--- src/rtl/i2c_dt_pkg.sv ---
package i2c_dt_pkg;
  typedef enum logic [2:0] {
    ST_IDLE,
    ST_DEV,
    ST_AHI,
    ST_ALO,
    ST_WR,
    ST_RD
  } st_e;

  localparam int unsigned BYTE_W    = 8;
  localparam int unsigned FRAME_LEN = 9;
  localparam int unsigned CNT_W     = 4;
  localparam logic        TGT_ARRAY = 1'b0;
  localparam logic        TGT_REGS  = 1'b1;
endpackage

--- src/rtl/i2c_dt_sync.sv ---
module i2c_dt_sync #(
  parameter int unsigned STAGES = 2
) (
  input  logic clk_i,
  input  logic rst_ni,
  input  logic scl_i,
  input  logic sda_i,
  output logic scl_o,
  output logic sda_o,
  output logic scl_rise_o,
  output logic scl_fall_o,
  output logic start_o,
  output logic stop_o
);
  localparam int unsigned LINES = 2;
  localparam int unsigned SCL_IX = 1;
  localparam int unsigned SDA_IX = 0;

  logic [LINES-1:0] raw, synced, prev_q;

  assign raw = {scl_i, sda_i};

  for (genvar g = 0; g < LINES; g++) begin : g_line
    logic [STAGES-1:0] ff_q;
    always_ff @(posedge clk_i or negedge rst_ni) begin
      if (!rst_ni) ff_q <= '1;
      else         ff_q <= {ff_q[STAGES-2:0], raw[g]};
    end
    assign synced[g] = ff_q[STAGES-1];
  end

  always_ff @(posedge clk_i or negedge rst_ni) begin
    if (!rst_ni) prev_q <= '1;
    else         prev_q <= synced;
  end

  assign scl_o      = synced[SCL_IX];
  assign sda_o      = synced[SDA_IX];
  assign scl_rise_o = synced[SCL_IX] & ~prev_q[SCL_IX];
  assign scl_fall_o = ~synced[SCL_IX] & prev_q[SCL_IX];
  // data edges while clock stays high
  assign start_o = synced[SCL_IX] & prev_q[SCL_IX] & prev_q[SDA_IX] & ~synced[SDA_IX];
  assign stop_o  = synced[SCL_IX] & prev_q[SCL_IX] & ~prev_q[SDA_IX] & synced[SDA_IX];
endmodule

--- src/rtl/i2c_dt_decode.sv ---
module i2c_dt_decode #(
  parameter logic [3:0] ARRAY_ID = 4'b1010,
  parameter logic [3:0] CCR_ID   = 4'b1101,
  parameter logic [2:0] DEV_SEL  = 3'b111
) (
  input  logic [7:0] byte_i,
  output logic       hit_o,
  output logic       tgt_o,
  output logic       rnw_o
);
  localparam int unsigned N_TGT = 2;
  localparam int unsigned ID_W  = 4;
  localparam logic [N_TGT*ID_W-1:0] IDS = {CCR_ID, ARRAY_ID};

  logic [N_TGT-1:0] id_hit;

  for (genvar g = 0; g < N_TGT; g++) begin : g_id
    assign id_hit[g] = (byte_i[7:4] == IDS[g*ID_W +: ID_W]);
  end

  assign hit_o = (|id_hit) && (byte_i[3:1] == DEV_SEL);
  assign tgt_o = id_hit[1];
  assign rnw_o = byte_i[0];
endmodule

--- src/rtl/i2c_dt_ptr.sv ---
module i2c_dt_ptr #(
  parameter int unsigned ADDR_W = 16
) (
  input  logic              clk_i,
  input  logic              rst_ni,
  input  logic              load_i,
  input  logic [ADDR_W-1:0] load_val_i,
  input  logic              inc_i,
  input  logic              pend_set_i,
  input  logic              pend_tgt_i,
  input  logic              pend_clr_i,
  output logic [ADDR_W-1:0] ptr_o,
  output logic              pend_o,
  output logic              pend_tgt_o
);
  always_ff @(posedge clk_i or negedge rst_ni) begin
    if (!rst_ni)     ptr_o <= '0;
    else if (load_i) ptr_o <= load_val_i;
    else if (inc_i)  ptr_o <= ptr_o + 1'b1;
  end

  // address-only write awaiting a repeated START
  always_ff @(posedge clk_i or negedge rst_ni) begin
    if (!rst_ni) begin
      pend_o     <= 1'b0;
      pend_tgt_o <= 1'b0;
    end else if (pend_clr_i) begin
      pend_o <= 1'b0;
    end else if (pend_set_i) begin
      pend_o     <= 1'b1;
      pend_tgt_o <= pend_tgt_i;
    end
  end
endmodule

--- src/rtl/i2c_dual_target_slave.sv ---
module i2c_dual_target_slave
  import i2c_dt_pkg::*;
#(
  parameter int unsigned ADDR_W      = 16,
  parameter int unsigned SYNC_STAGES = 2,
  parameter logic [3:0]  ARRAY_ID    = 4'b1010,
  parameter logic [3:0]  CCR_ID      = 4'b1101,
  parameter logic [2:0]  DEV_SEL     = 3'b111
) (
  input  logic              clk_i,
  input  logic              rst_ni,
  input  logic              scl_i,
  input  logic              sda_i,
  output logic              sda_oe_o,
  input  logic              busy_i,
  output logic              wr_valid_o,
  output logic              wr_target_o,
  output logic [ADDR_W-1:0] wr_addr_o,
  output logic [7:0]        wr_data_o,
  output logic              rd_req_o,
  output logic              rd_target_o,
  output logic [ADDR_W-1:0] rd_addr_o,
  input  logic [7:0]        rd_data_i
);
  localparam int unsigned WORD_W = 2 * BYTE_W;
  localparam logic [CNT_W-1:0] ACK_SLOT = CNT_W'(FRAME_LEN - 1);
  localparam logic [CNT_W-1:0] END_SLOT = CNT_W'(FRAME_LEN);

  logic scl_s, sda_s, scl_rise, scl_fall, start_det, stop_det;

  st_e               state_q;
  logic [CNT_W-1:0]  cnt_q;
  logic [BYTE_W-1:0] rx_q, tx_q, ahi_q;
  logic              sda_oe_q, ack_q, rnw_q, mack_q, tgt_q;
  logic              wr_valid_q, rd_req_q;
  logic [ADDR_W-1:0] wr_addr_q;
  logic [BYTE_W-1:0] wr_data_q;

  logic              dec_hit, dec_tgt, dec_rnw, dev_ack;
  logic [ADDR_W-1:0] ptr;
  logic              pend, pend_tgt;
  logic              quiet, fall_ack, ptr_load, ptr_inc, pend_clr;
  logic [WORD_W-1:0] word;

  i2c_dt_sync #(.STAGES(SYNC_STAGES)) i_sync (
    .clk_i      (clk_i),
    .rst_ni     (rst_ni),
    .scl_i      (scl_i),
    .sda_i      (sda_i),
    .scl_o      (scl_s),
    .sda_o      (sda_s),
    .scl_rise_o (scl_rise),
    .scl_fall_o (scl_fall),
    .start_o    (start_det),
    .stop_o     (stop_det)
  );

  i2c_dt_decode #(
    .ARRAY_ID (ARRAY_ID),
    .CCR_ID   (CCR_ID),
    .DEV_SEL  (DEV_SEL)
  ) i_decode (
    .byte_i (rx_q),
    .hit_o  (dec_hit),
    .tgt_o  (dec_tgt),
    .rnw_o  (dec_rnw)
  );

  // read phase must name the target of a pending address-only write
  assign dev_ack = dec_hit && !(dec_rnw && pend && (pend_tgt != dec_tgt));

  assign quiet    = busy_i || start_det || stop_det;
  assign fall_ack = !quiet && scl_fall && (cnt_q == ACK_SLOT);
  assign ptr_load = fall_ack && (state_q == ST_ALO);
  assign ptr_inc  = fall_ack && ((state_q == ST_WR) || (state_q == ST_RD));
  assign pend_clr = busy_i || stop_det ||
                    (fall_ack && ((state_q == ST_DEV) || (state_q == ST_WR)));
  assign word     = {ahi_q, rx_q};

  i2c_dt_ptr #(.ADDR_W(ADDR_W)) i_ptr (
    .clk_i      (clk_i),
    .rst_ni     (rst_ni),
    .load_i     (ptr_load),
    .load_val_i (word[ADDR_W-1:0]),
    .inc_i      (ptr_inc),
    .pend_set_i (ptr_load),
    .pend_tgt_i (tgt_q),
    .pend_clr_i (pend_clr),
    .ptr_o      (ptr),
    .pend_o     (pend),
    .pend_tgt_o (pend_tgt)
  );

  always_ff @(posedge clk_i or negedge rst_ni) begin
    if (!rst_ni) begin
      state_q    <= ST_IDLE;
      cnt_q      <= '0;
      rx_q       <= '0;
      tx_q       <= '0;
      ahi_q      <= '0;
      sda_oe_q   <= 1'b0;
      ack_q      <= 1'b0;
      rnw_q      <= 1'b0;
      mack_q     <= 1'b0;
      tgt_q      <= TGT_ARRAY;
      wr_valid_q <= 1'b0;
      rd_req_q   <= 1'b0;
      wr_addr_q  <= '0;
      wr_data_q  <= '0;
    end else begin
      wr_valid_q <= 1'b0;
      rd_req_q   <= 1'b0;
      if (busy_i || stop_det) begin
        state_q  <= ST_IDLE;
        cnt_q    <= '0;
        sda_oe_q <= 1'b0;
      end else if (start_det) begin
        state_q  <= ST_DEV;
        cnt_q    <= '0;
        sda_oe_q <= 1'b0;
      end else if (state_q != ST_IDLE) begin
        if (scl_rise) begin
          cnt_q <= cnt_q + 1'b1;
          if (cnt_q < ACK_SLOT && state_q != ST_RD) rx_q <= {rx_q[BYTE_W-2:0], sda_s};
          if (cnt_q == ACK_SLOT && state_q == ST_RD) begin
            mack_q <= !sda_s;
            if (!sda_s) rd_req_q <= 1'b1;
          end
        end
        if (scl_fall) begin
          if (cnt_q == ACK_SLOT) begin
            unique case (state_q)
              ST_DEV: begin
                sda_oe_q <= dev_ack;
                ack_q    <= dev_ack;
                if (dev_ack) begin
                  tgt_q <= dec_tgt;
                  rnw_q <= dec_rnw;
                  if (dec_rnw) rd_req_q <= 1'b1;
                end
              end
              ST_AHI: begin
                sda_oe_q <= 1'b1;
                ahi_q    <= rx_q;
              end
              ST_ALO: sda_oe_q <= 1'b1;
              ST_WR: begin
                sda_oe_q   <= 1'b1;
                wr_valid_q <= 1'b1;
                wr_addr_q  <= ptr;
                wr_data_q  <= rx_q;
              end
              ST_RD:  sda_oe_q <= 1'b0;
              default: ;
            endcase
          end else if (cnt_q == END_SLOT) begin
            cnt_q    <= '0;
            sda_oe_q <= 1'b0;
            unique case (state_q)
              ST_DEV: begin
                if (!ack_q) state_q <= ST_IDLE;
                else if (rnw_q) begin
                  state_q  <= ST_RD;
                  tx_q     <= rd_data_i;
                  sda_oe_q <= ~rd_data_i[BYTE_W-1];
                end else state_q <= ST_AHI;
              end
              ST_AHI: state_q <= ST_ALO;
              ST_ALO: state_q <= ST_WR;
              ST_WR:  state_q <= ST_WR;
              ST_RD: begin
                if (mack_q) begin
                  tx_q     <= rd_data_i;
                  sda_oe_q <= ~rd_data_i[BYTE_W-1];
                end else state_q <= ST_IDLE;
              end
              default: state_q <= ST_IDLE;
            endcase
          end else if (state_q == ST_RD && cnt_q != '0) begin
            tx_q     <= {tx_q[BYTE_W-2:0], 1'b0};
            sda_oe_q <= ~tx_q[BYTE_W-2];
          end
        end
      end
    end
  end

  assign sda_oe_o    = sda_oe_q;
  assign wr_valid_o  = wr_valid_q;
  assign wr_target_o = tgt_q;
  assign wr_addr_o   = wr_addr_q;
  assign wr_data_o   = wr_data_q;
  assign rd_req_o    = rd_req_q;
  assign rd_target_o = tgt_q;
  assign rd_addr_o   = ptr;

  AST_BUSY_QUIET: assert property (@(posedge clk_i) disable iff (!rst_ni)
    busy_i |=> (!sda_oe_q && !wr_valid_q && !rd_req_q));

  AST_DRIVE_SCL_LOW: assert property (@(posedge clk_i) disable iff (!rst_ni)
    $rose(sda_oe_q) |-> !scl_s);

  AST_PTR_AFTER_WRITE: assert property (@(posedge clk_i) disable iff (!rst_ni)
    wr_valid_q |-> (ptr == ADDR_W'(wr_addr_q + 1'b1)));

  AST_RR_SAME_TARGET: assert property (@(posedge clk_i) disable iff (!rst_ni)
    (rd_req_q && $past(pend)) |-> (rd_target_o == $past(pend_tgt)));

  AST_ONE_STROBE: assert property (@(posedge clk_i) disable iff (!rst_ni)
    !(wr_valid_q && rd_req_q));
endmodule

--- config.mk ---
export PLATFORM = sky130hd
export DESIGN_NAME = i2c_dual_target_slave
export DESIGN_NICKNAME = d
export VERILOG_FILES = /design/src/rtl/i2c_dt_pkg.sv /design/src/rtl/i2c_dt_sync.sv /design/src/rtl/i2c_dt_decode.sv /design/src/rtl/i2c_dt_ptr.sv /design/src/rtl/i2c_dual_target_slave.sv
export SDC_FILE = /design/constraint.sdc
export NUM_CORES = 1
export LEC_CHECK = 0
export ABC_CLOCK_PERIOD_IN_PS = 2000
export BUFFER_PORTS_ARGS = -buffer_cell sky130_fd_sc_hd__buf_2
export CAP_MARGIN = 40
export CORE_MARGIN = 1
export CORE_UTILIZATION = 50
export CTS_CLUSTER_SIZE = 16
export DETAILED_ROUTE_END_ITERATION = 10
export PLACE_DENSITY = 0.71
export SYNTH_ARGS = -nofsm -noshare
export SYNTH_HDL_FRONTEND = slang
export SYNTH_SLANG_ARGS = --single-unit
--- constraint.sdc ---
create_clock -name clk_i -period 2 [get_ports clk_i]
set_input_delay 0 -clock clk_i [delete_from_list [all_inputs] [get_ports clk_i]]
set_output_delay 0 -clock clk_i [all_outputs]
set_load 0.02 [all_outputs]
# Yosys cells after proc, flatten, opt, wreduce, memory -nomap -nowiden
# Index checks and enable logic that the tools add are counted.
totals:
  register_bits: 85
  output_inout_bits: 45
  inputBits: 13
  wordCells: 158
op_classes:
  n_bitwise: 17
  n_eq_ne: 19
  n_lt_le_gt_ge: 1
  n_addsub: 2
  mux: 56
  reduce_logical: 43
ops:
  columns: ["op", "n"]
  rows:
  - ["$mux W7", 5]
  - ["$mux W16", 2]
  - ["$mux W1", 29]
  - ["$mux W4", 7]
  - ["$mux W3", 9]
  - ["$ne A3 B3 Y1 const B", 6]
  - ["$reduce_and A6 Y1", 3]
  - ["$add A16 B1 Y16 const B", 1]
  - ["$eq A4 B4 Y1 const B", 4]
  - ["$reduce_and A5 Y1", 3]
  - ["$pmux W7 S2", 1]
  - ["$logic_and A1 B1 Y1", 12]
  - ["$pmux W3 S4", 1]
  - ["$reduce_bool A3 Y1", 4]
  - ["$not A1 Y1", 10]
  - ["$reduce_and A10 Y1", 1]
  - ["$eq A3 B3 Y1 const B", 3]
  - ["$and A1 B1 Y1", 7]
  - ["$reduce_and A7 Y1", 1]
  - ["$eq A3 B2 Y1 const B", 2]
  - ["$logic_or A1 B1 Y1", 6]
  - ["$ne A6 B6 Y1 const B", 1]
  - ["$reduce_bool A2 Y1", 3]
  - ["$reduce_bool A5 Y1", 1]
  - ["other kinds (13)", 16]

# Longest topological paths before layout
# Gate-level depths: netlist of run 1.
logic_depth:
  word_depth: 12
  depth_mapped: 9
  ltp_nobuf: 7

# Modules after synthesis
# From an unflattened synthesis of run 1, not the netlist that was laid out.
unflattened:
  cells_unflattened: 410
  area_unflattened_um2: 4060.1
modules_own_cells:
  columns: ["module", "instances", "area_per_inst_um2", "seq_area_each_um2", "cells_per_inst"]
  rows:
  - ["i2c_dual_target_slave", 1, 2859.0, 1526.5, 292]
  - ["i2c_dt_ptr", 1, 964.7, 450.4, 102]
  - ["i2c_dt_sync", 1, 190.2, 157.7, 10]
  - ["i2c_dt_decode", 1, 46.3, 0.0, 6]

# Worst setup path after synthesis of run 1
# No wires, ideal clock.
synth_path:
  kind: "reg2reg"
  start: "register i_ptr.ptr_o[0]"
  end: "register i_ptr.ptr_o[8]"
  path_stages_with_launch: 8
  setup_slack_ns: 0.115
  period_less_slack_ns: 1.885
  required_time_ns: 1.879
  setup_ns: 0.121
  arrival_time_ns: 1.764
  n_path_buf: 1
  cell_sequence: "dfrtp_1 -> ha_1 -> and3_1 -> and3_1 -> clkbuf_1 -> and4_1 -> a22o_1 -> a22o_1"
synth_between:
  elab_chain_cells: 3
synth_lines:
  columns: ["item", "line", "rtl"]
  rows:
  - ["from (decl)", "i2c_dt_ptr.sv:12", "output logic [ADDR_W-1:0] ptr_o,"]
  - ["from (signal assigned)", "i2c_dt_ptr.sv:18", "else if (load_i) ptr_o <= load_val_i;"]
  - ["from (signal assigned)", "i2c_dt_ptr.sv:19", "else if (inc_i) ptr_o <= ptr_o + 1'b1;"]
  - ["$add A16 B1 Y16", "i2c_dt_ptr.sv:19", null]
  - ["$mux W16", "i2c_dt_ptr.sv:19", null]
  - ["$mux W16", "i2c_dt_ptr.sv:18", null]
# Every way passes these cells. The select of a mux whose other input is x is not followed.
# A chain may end at the register's enable or synchronous reset.

# Final worst setup path of run 1
layout_path:
  start: "register i_sync.prev_q[1]"
  end: "register tx_q[1]"
layout_between:
  elab_chain_cells: 6
  word_cells_on_any_way: 10
  classes_between: "bitwise (8); reduce/logical (2)"
layout_lines:
  columns: ["item", "line", "rtl"]
  rows:
  - ["from (decl)", "i2c_dt_sync.sv:19", "logic [LINES-1:0] raw, synced, prev_q;"]
  - ["from (signal assigned)", "i2c_dt_sync.sv:34", "else prev_q <= synced;"]
  - ["$and A1 B1 Y1", "i2c_dt_sync.sv:42, i2c_dt_sync.sv:43", null]
  - ["$and A1 B1 Y1 (2 in series)", "i2c_dt_sync.sv:43", "assign stop_o = synced[SCL_IX] & prev_q[SCL_IX] & ~prev_q[SDA_IX] & synced[SDA_IX];"]
  - ["$logic_or A1 B1 Y1", "i2c_dual_target_slave.sv:113", "if (busy_i || stop_det) begin"]
  - ["$not A1 Y1 (no source line)", null, null]
  - ["$reduce_and A10 Y1 (no source line) (*)", null, null]
  - ["to (signal assigned)", "i2c_dual_target_slave.sv:164", "tx_q <= rd_data_i;"]
  - ["to (signal assigned)", "i2c_dual_target_slave.sv:173", "tx_q <= rd_data_i;"]
  - ["to (signal assigned)", "i2c_dual_target_slave.sv:180", "tx_q <= {tx_q[BYTE_W-2:0], 1'b0};"]
  - ["to (decl)", "i2c_dual_target_slave.sv:33", "logic [BYTE_W-1:0] rx_q, tx_q, ahi_q;"]
# Mark *: on every way between the ends. The rest lies on a longest branch, timed or not.

==> results of run 1 <==
-- layout by cell type (no fill, tap or decap), types with 4 or more instances in the layout --
master | Yosys | final
dfrtp_1 | 79 | 79
buf_2 | 9 | 56
mux2_2 | 40 | 40
nand2_1 | 36 | 36
buf_4 | 1 | 34
o21ai_0 | 26 | 24
nand3_1 | 17 | 17
nor2_1 | 17 | 17
a21oi_1 | 13 | 13
dlygate4sd3_1 | 0 | 11
inv_1 | 10 | 10
clkbuf_8 | 0 | 9
mux2i_1 | 8 | 8
xor2_1 | 6 | 6
nand4_1 | 6 | 6
and3_1 | 8 | 6
dfstp_2 | 6 | 6
nor2b_1 | 5 | 5
nor3b_1 | 5 | 5
o21ai_1 | 3 | 5
a22o_1 | 5 | 5
ha_1 | 4 | 4
buf_12 | 0 | 4
-- registers in the layout (all words and copies together) (netlist names), 2 cells and up --
name and cells:
i_ptr.ptr_o 16, i_sync.g_line.ff_q 4, wr_data_o 8, tx_q 7, cnt_q 4, state_q 3
i_sync.prev_q 2, wr_addr_o 16, ahi_q 8, rx_q 8
-- routing by layer --
| layer | vias to the layer above | GRT usage [%] | wire length, um |
|---|---|---|---|
| li1 | 1552 | - | - |
| met1 | 1607 | 32.7 | 4480 |
| met2 | 102 | 37.4 | 4380 |
| met3 | 17 | 3.73 | 459 |
| met4 | 0 | 8.98 | 155 |
| met5 | - | 0 | 0 |
-- kinds of logic after synthesis --
kind of cell	Yosys count
flip-flops	85
adder cells (fa/ha/maj)	4
AND/OR/NAND/NOR	123
multiplexers	49
AO/OA/AOI/OAI	73
XOR/XNOR	8
buffers and inverters	26
-- per-stage QoR --
stage / cells / setup WS (ns) / total power, mW / hold WS (ns)
finish: 576 / 0.0909 / 3.14 / 0.156
global route: 576 / -0.0168 / 3.25 / 0.165
CTS: 571 / 0.0583 / 3.16 / 0.156
detailed placement: 544 / -0.00420 / 1.92 / 0.0393
global placement: 544 / 0.0519 / 1.92 / 0.0283
floorplan: 368 / 0.115 / 1.84 / -0.296
-- timing repair --
item / in CTS / in global routing
gates resized for setup: 1 / 10
buffers inserted: 0 / 4
endpoints found under the hold margin: 50 / 0
pin swaps: 0 / 3
endpoints found under the setup margin: 1 / 25
hold buffers: 11 / 0
cloned: 0 / 1
-- power groups by stage --
stage / clock network (mW) / logic, mW / registers [mW]
2_1_floorplan: 0 / 0.0519 / 1.79
3_3_place_gp: 0 / 0.135 / 1.78
3_5_place_dp: 0 / 0.138 / 1.79
4_1_cts: 1.25 / 0.155 / 1.75
5_1_grt: 1.32 / 0.176 / 1.75
6_report: 1.23 / 0.158 / 1.75
-- worst min-delay path by stage --
| stage | endpoint | cells after the start | from | slack (ns) |
|---|---|---|---|---|
| after floorplan | ack_q | 0 | rst_ni | -0.30 |
| after global placement | state_q[2] | 1 | rst_ni | 0.03 |
| after detailed placement | wr_valid_o | 1 | rst_ni | 0.04 |
| after CTS | sda_oe_o | 5 | rd_data_i[7] | 0.16 |
| after global routing | sda_oe_o | 5 | rd_data_i[7] | 0.16 |
| final | sda_oe_o | 5 | rd_data_i[7] | 0.16 |
-- final cells by class --
class	count	area [sq um]	share of cell area, %
clock inverters	6	70.1	1.38
clock buffers	10	128	2.51
well taps	102	128	2.51
repair buffers	105	726	14.3
flip-flops and latches	85	2130	42.0
inverters	10	37.5	0.739
multi-input cells	258	1850	36.5
-- worst max-delay path, cell delays in order, from the launching register on --
cell      delay, ns
dfstp_2        0.60
nand2b_1       0.12
or2_1          0.32
a2111o_2       0.55
nand2_1        0.11
o21ai_0        0.09
==> results.py, run 1 <==
metrics = {
    "yosys": {
        "synth_seq_cells": 85,
        "synthAdderAreaFrac_pct": 1.23,
        "synthSimpleGateAreaFrac_pct": 16.5,
        "synth.largest_area_cell": "dfrtp_1",
        "synth.cell_area_sq_um": 4060,
        "ys_types": 57,
        "synth_compound_gate_area_share_pct": 11.9,
        "syn_nets": 385,
        "yosysMostFrequentCell": "dfrtp_1",
        "ys.flop_type": "dfrtp_1",
        "synth_top_area_share_pct": 48.7,
        "synth_xor_area_share_pct": 1.73,
        "synth.avg_cell_area_sq_um": 11.0,
        "synth_edf_count": 0,
        "syn_inst": 368,
        "yosysWarningCount": 0,
        "synth_common_cells": "79 x dfrtp_1, 40 x mux2_2, 36 x nand2_1",
        "yosysSeqAreaShare_pct": 52.6,
        "synth_area_leaders": "dfrtp_1 49%, mux2_2 11%, dfstp_2 3.9%, nand2_1 3.3%, o21ai_0 3.2%",
        "synth_mux_area_share_pct": 13.3,
        "synth_top_family_by_area": "simple AND/OR/NAND/NOR gates",
        "synth-async-reset-ratio_pct": 100,
    },
    "floorplan": {
        "die_w_um": 92.1,
        "core_area_sq_um": 7810,
        "dieHeight_um": 92.1,
        "io_pins": 58,
        "start_util_pct": 52.0,
        "rows": 32,
        "die_area_sq_um": 8480,
    },
    "routing": {
        "drc": 0,
        "drt-pass1-iter-count": 5,
        "postRouteAntennaNets": 0,
        "wl_mm": 9.47,
        "vias_per_cell": 5.69,
        "drt_iter0_markers": 126,
        "vias": 3278,
        "wl_per_cell_um": 16.4,
    },
    "min_path": {
        "holdCritPathClass": "input pin to flip-flop",
    },
    "timing": {
        "relSlewSlack_pct": 61.9,
        "maxSlewViolCount": 0,
        "final.period_utilization_pct": 95.5,
        "tns_ns": 0,
        "fmax_mhz": 524,
        "rsz0062_at_grt": "true",
        "fin_worst_skew_ns": 0.00869,
        "final_hold_viol_count": 0,
        "period_needed_ns": 1.91,
        "tightest_slew_ns": 0.571,
        "setup_viol_count_final": 0,
    },
    "worst_setup_path": {
        "arrival_ns": 2.14,
        "end_kind": "flip-flop",
        "crit_type": "flip-flop to flip-flop",
        "start_kind": "flip-flop",
        "path_max_fanout": 8,
        "r2r_start": "i_sync.prev_q[1]",
        "r2r_cells": 5,
        "cp-startpoint": "i_sync.prev_q[1]",
        "cp-endpoint": "tx_q[1]",
        "reg2reg_setup_slack_ns": 0.09,
        "rr_endpoint": "tx_q[1]",
        "required_ns": 2.23,
    },
    "clock_tree": {
        "numCtsBuffers": 9,
        "insertion_delay_ns": 0.35,
        "root_buffer": "clkbuf_8",
        "cts_sinks": 85,
        "clk_pin_slew_ns": 0.09,
        "h-tree-depth": 3,
        "cts_buffer_depth": 2,
        "cts_tree": "yes",
    },
    "power": {
        "p_sw_share_pct": 23.9,
        "vdd_drop_max_mv": 0.510,
        "power.switching_mw": 0.750,
        "p_leak_nw": 2.49,
        "powerDensity_nw_per_um2": 618,
        "p_seq_share_pct": 55.9,
        "pwr-share-comb_pct": 5.0,
        "p_int_mw": 2.39,
        "clockPowerShare_pct": 39.1,
    },
    "finish": {
        "nets": 486,
        "antenna_cells": 0,
        "finish.utilization_pct": 65.0,
        "drive_gt1_share_pct": 35.9,
        "design_area_sq_um": 5080,
        "fillCellCount": 630,
        "area_delta_synth_final_pct": 25.1,
    },
    "place": {
        "dpl_cell_area_sq_um": 4700,
        "hpwl_mm": 6.54,
        "place.gp.congestion": 0.853,
        "port_buffers": 57,
    },
    "global_route": {
        "antenna_found_initial": 0,
        "grt_usage_pct": 23.6,
        "grt_pass1_wl_mm": 15.5,
        "grt_pass1_vias": 3141,
        "grt-ovfl-total": 0,
        "grt_max_degree": 43,
    },
    "job": {
        "maxCapViolCount": 0,
    },
    "run_status": {
        "status": "completed",
    },
}
No activity file was read; power rests on OpenSTA's default activity.
==> run 2, diff against run 1 <==
--- a/config.mk
+++ b/config.mk
@@ -6,12 +6,13 @@
 export NUM_CORES = 1
 export LEC_CHECK = 0
 export ABC_CLOCK_PERIOD_IN_PS = 2000
-export BUFFER_PORTS_ARGS = -buffer_cell sky130_fd_sc_hd__buf_2
+export BUFFER_PORTS_ARGS = -buffer_cell sky130_fd_sc_hd__buf_4
 export CAP_MARGIN = 40
 export CORE_MARGIN = 1
 export CORE_UTILIZATION = 50
 export CTS_CLUSTER_SIZE = 16
 export DETAILED_ROUTE_END_ITERATION = 10
+export GPL_ROUTABILITY_DRIVEN = 0
 export PLACE_DENSITY = 0.71
 export SYNTH_ARGS = -nofsm -noshare
 export SYNTH_HDL_FRONTEND = slang
==> run 2 against run 1 <==
Net effect: critical path depth increased by 3; sequential share of layout area decreased by 1.0 points; hold slack got worse by 0.0042 ns; clock-buffer cell count unchanged; non-clock buffer count decreased by 5; core utilization increased by 1.6 points; global-route usage decreased by 0.38 points; die area unchanged; via count decreased by 2.2%; clock skew increased by 0.0013 ns.
==> results.py, run 2 (synthesized netlist as in run 1, its figures left out) <==
metrics = {
    "clock_tree": {
        "root_buffer": "clkbuf_8",
        "insertion_delay_ns": 0.35,
        "cts_sinks": 85,
        "numCtsBuffers": 9,
        "cts_buffer_depth": 2,
        "h-tree-depth": 3,
        "clk_pin_slew_ns": 0.09,
        "cts_tree": "yes",
    },
    "min_path": {
        "hold_start": "rd_data_i[7]",
        "min_path_cells": 5,
        "holdCritPathClass": "input pin to flip-flop",
    },
    "timing": {
        "fin_worst_skew_ns": 0.00999,
        "fmax_mhz": 514,
        "tightest_slew_ns": 0.588,
        "relSlewSlack_pct": 60.8,
        "final.period_utilization_pct": 97.3,
        "rsz0062_at_grt": "true",
        "maxSlewViolCount": 0,
        "tns_ns": 0,
        "setup_viol_count_final": 0,
        "period_needed_ns": 1.95,
        "final_hold_viol_count": 0,
    },
    "global_route": {
        "antenna_found_initial": 0,
        "gr-usage-met1_pct": 33.5,
        "grt_usage_pct": 23.2,
        "grt_pass1_vias": 3112,
        "grt_pass1_wl_mm": 15.4,
        "busiest_layer": "met2",
        "grt-ovfl-total": 0,
        "use_met3_pct": 3.48,
        "met2_usage_pct": 35.5,
        "grt_max_degree": 45,
    },
    "finish": {
        "ff_latch_area_sq_um": 2130,
        "multi_input_area_sq_um": 1860,
        "drive_gt1_share_pct": 35.8,
        "mostFrequentLayoutCells": "86 x buf_4, 79 x dfrtp_1, 40 x mux2_2",
        "nets": 481,
        "antenna_cells": 0,
        "fillCellCount": 616,
        "layout_commonest_cell": "buf_4",
        "area_delta_synth_final_pct": 28.2,
        "finish.utilization_pct": 66.7,
    },
    "floorplan": {
        "start_util_pct": 52.0,
        "die_area_sq_um": 8480,
        "io_pins": 58,
        "rows": 32,
        "die_w_um": 92.1,
        "dieHeight_um": 92.1,
        "core_area_sq_um": 7810,
    },
    "worst_setup_path": {
        "crit_type": "flip-flop to flip-flop",
        "r2r_start": "cnt_q[1]",
        "cp_slowest_cell": "dfrtp_1",
        "cp-endpoint": "wr_addr_o[14]",
        "rr_endpoint": "wr_addr_o[14]",
        "cp-startpoint": "cnt_q[1]",
        "path_max_fanout": 29,
        "reg2reg_setup_slack_ns": 0.05,
        "arrival_ns": 2.18,
        "slowest_delay_ns": 0.41,
        "end_kind": "flip-flop",
        "r2r_cells": 8,
        "required_ns": 2.23,
        "start_kind": "flip-flop",
        "crit_chain": "inv_1 > ha_2 > nand3b_1 > nor3_2 > buf_4 > nand3_1 > buf_12 > mux2_1",
    },
    "routing": {
        "wl_mm": 9.38,
        "vias_per_cell": 5.61,
        "wl_per_cell_um": 16.4,
        "drc": 0,
        "drt-pass1-iter-count": 4,
        "drt_iter0_markers": 210,
        "vias": 3205,
        "postRouteAntennaNets": 0,
    },
    "power": {
        "vdd_drop_max_mv": 0.433,
        "p_leak_nw": 2.49,
        "powerDensity_nw_per_um2": 630,
    },
    "run_status": {
        "status": "completed",
    },
    "place": {
        "port_buffers": 57,
        "hpwl_mm": 6.46,
    },
    "job": {
        "maxCapViolCount": 0,
    },
}
==> run 2: stage by stage <==
step / cells / worst slack [ns] / hold slack [ns] / cell area [sq um] / total power, mW
finish: 571 / 0.0549 / 0.152 / 5200 / 3.28
CTS: 569 / 0.0328 / 0.144 / 5150 / 3.30
global placement: 542 / 0.0902 / 0.0347 / 4810 / 1.93
detailed placement: 542 / 0.0544 / 0.0401 / 4810 / 1.93
floorplan: 368 / 0.115 / -0.296 / 4060 / 1.84
global route: 571 / -0.0620 / 0.200 / 5200 / 3.39
==> run 2: worst max-delay path: cells and delay by family, from the launching register on <==
family / cells / cell delay, ns
fa+ha+maj: 1 / 0.20
buf+inv: 3 / 0.45
mux: 1 / 0.31
flops: 1 / 0.41
simple gates: 3 / 0.43
==> run 2: power breakdown <==
group | total, mW | internal (mW) | switching (mW)
sequential | 1.75 | 1.74 | 0.0166
clock | 1.36 | 0.735 | 0.622
combinational | 0.166 | 0.0704 | 0.0955
==> run 2: layer usage <==
metal / share of wire, % / up-vias
met2: 47 / 97
met3: 4.7 / 13
met5: 0 / -
met1: 47 / 1553
met4: 1.6 / 0
li1: - / 1542
==> run 2: worst min path at each step <==
stage and to:
3_5_place_dp wr_valid_o, 2_1_floorplan ack_q, 3_3_place_gp wr_valid_o, 6_report sda_oe_o
5_1_grt sda_oe_o, 4_1_cts sda_oe_o
==> run 2: timing repair <==
action | 4_1_cts | 5_1_grt
hold buffers | 11 | 0
resized for setup | 2 | 11
hold endpoints to repair | 47 | 0
setup endpoints to repair | 1 | 17
buffers inserted | 0 | 1
pin swaps | 0 | 1
cloned | 0 | 1
==> run 2: layout make-up <==
type                            instances  area share, %
Clock buffer                           10           2.64
Multi-Input combinational cell        258           35.8
Clock inverter                          6           1.66
Timing Repair Buffer                  100           15.7
Sequential cell                        85           41.0
Inverter                               10          0.721
Tap cell                              102           2.45
==> run 3, diff against run 2 <==
--- a/config.mk
+++ b/config.mk
@@ -8,9 +8,9 @@
 export ABC_CLOCK_PERIOD_IN_PS = 2000
 export BUFFER_PORTS_ARGS = -buffer_cell sky130_fd_sc_hd__buf_4
 export CAP_MARGIN = 40
-export CORE_MARGIN = 1
+export CORE_ASPECT_RATIO = 0.6
 export CORE_UTILIZATION = 50
-export CTS_CLUSTER_SIZE = 16
+export CTS_CLUSTER_SIZE = 10
 export DETAILED_ROUTE_END_ITERATION = 10
 export GPL_ROUTABILITY_DRIVEN = 0
 export PLACE_DENSITY = 0.71
==> run 3 against run 2 <==
Net effect: the run now ends with hold timing left; routed wire length is 6.8% higher; sequential share of layout area down 0.83 points; register-to-register slack improved by 0.02 ns; non-clock buffer count up 8; critical path depth shrank 3; clock power up 23%; final cell count grew 2.5%; cell area is 2.1% higher; critical path type unchanged; critical endpoint is now rx_q[4]; largest cell class unchanged.
==> results.py, run 3 (synthesized netlist as in run 1, its figures left out) <==
metrics = {
    "timing": {
        "final.period_utilization_pct": 96.4,
        "maxSlewViolCount": 0,
        "rsz0062_at_grt": "false",
        "period_needed_ns": 1.93,
        "final_hold_viol_count": 1,
        "relSlewSlack_pct": 69.6,
        "setup_viol_count_final": 0,
        "tns_ns": 0,
        "fmax_mhz": 519,
        "fin_worst_skew_ns": 0.00512,
        "hold_ws_ns": -0.0220,
        "tightest_slew_ns": 0.453,
    },
    "floorplan": {
        "rows": 25,
        "io_pins": 58,
        "core_area_sq_um": 7880,
        "start_util_pct": 51.5,
        "die_area_sq_um": 8490,
        "die_w_um": 118,
        "dieHeight_um": 71.8,
    },
    "clock_tree": {
        "root_buffer": "clkbuf_16",
        "clk_pin_slew_ns": 0.06,
        "cts_sinks": 85,
        "cts_buffer_depth": 2,
        "insertion_delay_ns": 0.34,
        "h-tree-depth": 3,
        "cts_tree": "yes",
        "numCtsBuffers": 9,
    },
    "power": {
        "p_seq_share_pct": 48.9,
        "p_sw_share_pct": 20.9,
        "powerDensity_nw_per_um2": 677,
        "vdd_drop_max_mv": 0.610,
        "power.switching_mw": 0.752,
        "pwr-share-comb_pct": 4.6,
        "p_int_mw": 2.84,
        "power_mw": 3.59,
        "p_leak_nw": 2.57,
        "clockPowerShare_pct": 46.5,
    },
    "global_route": {
        "antenna_found_initial": 0,
        "grt_usage_pct": 25.2,
        "grt_max_degree": 40,
        "grt_pass1_vias": 3042,
        "grt_pass1_wl_mm": 16.0,
        "grt-ovfl-total": 0,
    },
    "finish": {
        "area_delta_synth_final_pct": 30.9,
        "antenna_cells": 0,
        "multi_input_area_sq_um": 1840,
        "mostFrequentLayoutCells": "96 x buf_4, 79 x dfrtp_1, 40 x mux2_2",
        "ff_latch_area_sq_um": 2130,
        "nets": 489,
        "layout_commonest_cell": "buf_4",
        "drive_gt1_share_pct": 36.5,
        "fillCellCount": 654,
    },
    "worst_setup_path": {
        "r2r_cells": 5,
        "rr_endpoint": "rx_q[4]",
        "r2r_start": "i_sync.g_line[1].ff_q[1]",
        "required_ns": 2.22,
        "crit_type": "flip-flop to flip-flop",
        "end_kind": "flip-flop",
        "path_max_fanout": 8,
        "start_kind": "flip-flop",
        "arrival_ns": 2.15,
        "reg2reg_setup_slack_ns": 0.07,
    },
    "place": {
        "port_buffers": 57,
        "hpwl_mm": 7.13,
    },
    "routing": {
        "wl_mm": 10.0,
        "vias_per_cell": 5.65,
        "postRouteAntennaNets": 0,
        "wl_met2_mm": 4.13,
        "top_layer_used": "met4",
        "wl_met1_mm": 5.02,
        "drt-pass1-iter-count": 5,
        "wl_per_cell_um": 17.1,
        "routed-wl-met3_um": 784,
        "vias": 3303,
        "drt_iter0_markers": 235,
        "drc": 0,
    },
    "run_status": {
        "violations": "hold timing",
        "status": "complete, but fails checks",
    },
    "job": {
        "maxCapViolCount": 0,
    },
    "min_path": {
        "holdCritPathClass": "input pin to flip-flop",
        "min_to": "tx_q[1]",
        "hold_start": "rd_data_i[1]",
        "min_path_cells": 3,
    },
}
-- run 3: worst max-delay path by stage --
stage | endpoint | cells after the start | startpoint | slack, ns
floorplan | i_ptr.ptr_o[8] | 7 | i_ptr.ptr_o[0] | 0.11
global placement | tx_q[0] | 7 | cnt_q[0] | 0.07
detailed placement | rx_q[4] | 4 | i_sync.g_line[1].ff_q[1] | 0.02
CTS | tx_q[1] | 7 | cnt_q[0] | 0.01
global route | tx_q[1] | 5 | i_sync.prev_q[1] | 0.01
finish | rx_q[4] | 5 | i_sync.g_line[1].ff_q[1] | 0.07
-- run 3: timing repair --
item	4_1_cts	5_1_grt
setup buffers	0	3
endpoints found under the setup margin	0	23
gates resized for setup	0	9
hold buffers	10	0
endpoints found under the hold margin	88	0
-- run 3: cell type report --
| type | count | share of cell area, % |
|---|---|---|
| clock buffers | 12 | 4.83 |
| clock inverters | 4 | 0.895 |
| inverters | 10 | 0.707 |
| multi-input cells | 258 | 34.6 |
| flip-flops and latches | 85 | 40.2 |
| well taps | 108 | 2.54 |
| repair buffers | 108 | 16.2 |
-- run 3: stage by stage --
step / area [sq um] / setup WS (ns) / cells / utilization [%] / hold WS, ns
6_report: 5310 / 0.0726 / 585 / 67.4 / -0.0220
5_1_grt: 5310 / 0.00985 / 585 / 67.4 / 0.0214
4_1_cts: 5250 / 0.0111 / 581 / 66.6 / 0.00191
3_5_place_dp: 4840 / 0.0199 / 555 / 61.5 / -0.0671
3_3_place_gp: 4840 / 0.0667 / 555 / 61.5 / -0.0665
2_1_floorplan: 4060 / 0.115 / 368 / - / -0.296
-- run 3: critical path: stages, from the launching register on --
cell and delay (ns):
dfstp_2 0.58, nand2b_1 0.11, or3_1 0.41, nor3_4 0.24, buf_12 0.15, mux2_2 0.33
-- run 3: power groups by stage --
stage | sequential (mW) | clock (mW) | combinational [mW]
2_1_floorplan | 1.79 | 0 | 0.0519
3_3_place_gp | 1.79 | 0 | 0.144
3_5_place_dp | 1.79 | 0 | 0.147
4_1_cts | 1.76 | 1.71 | 0.163
5_1_grt | 1.76 | 1.77 | 0.183
6_report | 1.76 | 1.67 | 0.166
-- run 3: layer usage --
layer  up-vias  GRT usage (%)
met5         -              0
met4         0           6.13
met3         9           7.48
met2       137           34.2
met1      1608           39.1
li1       1549              -
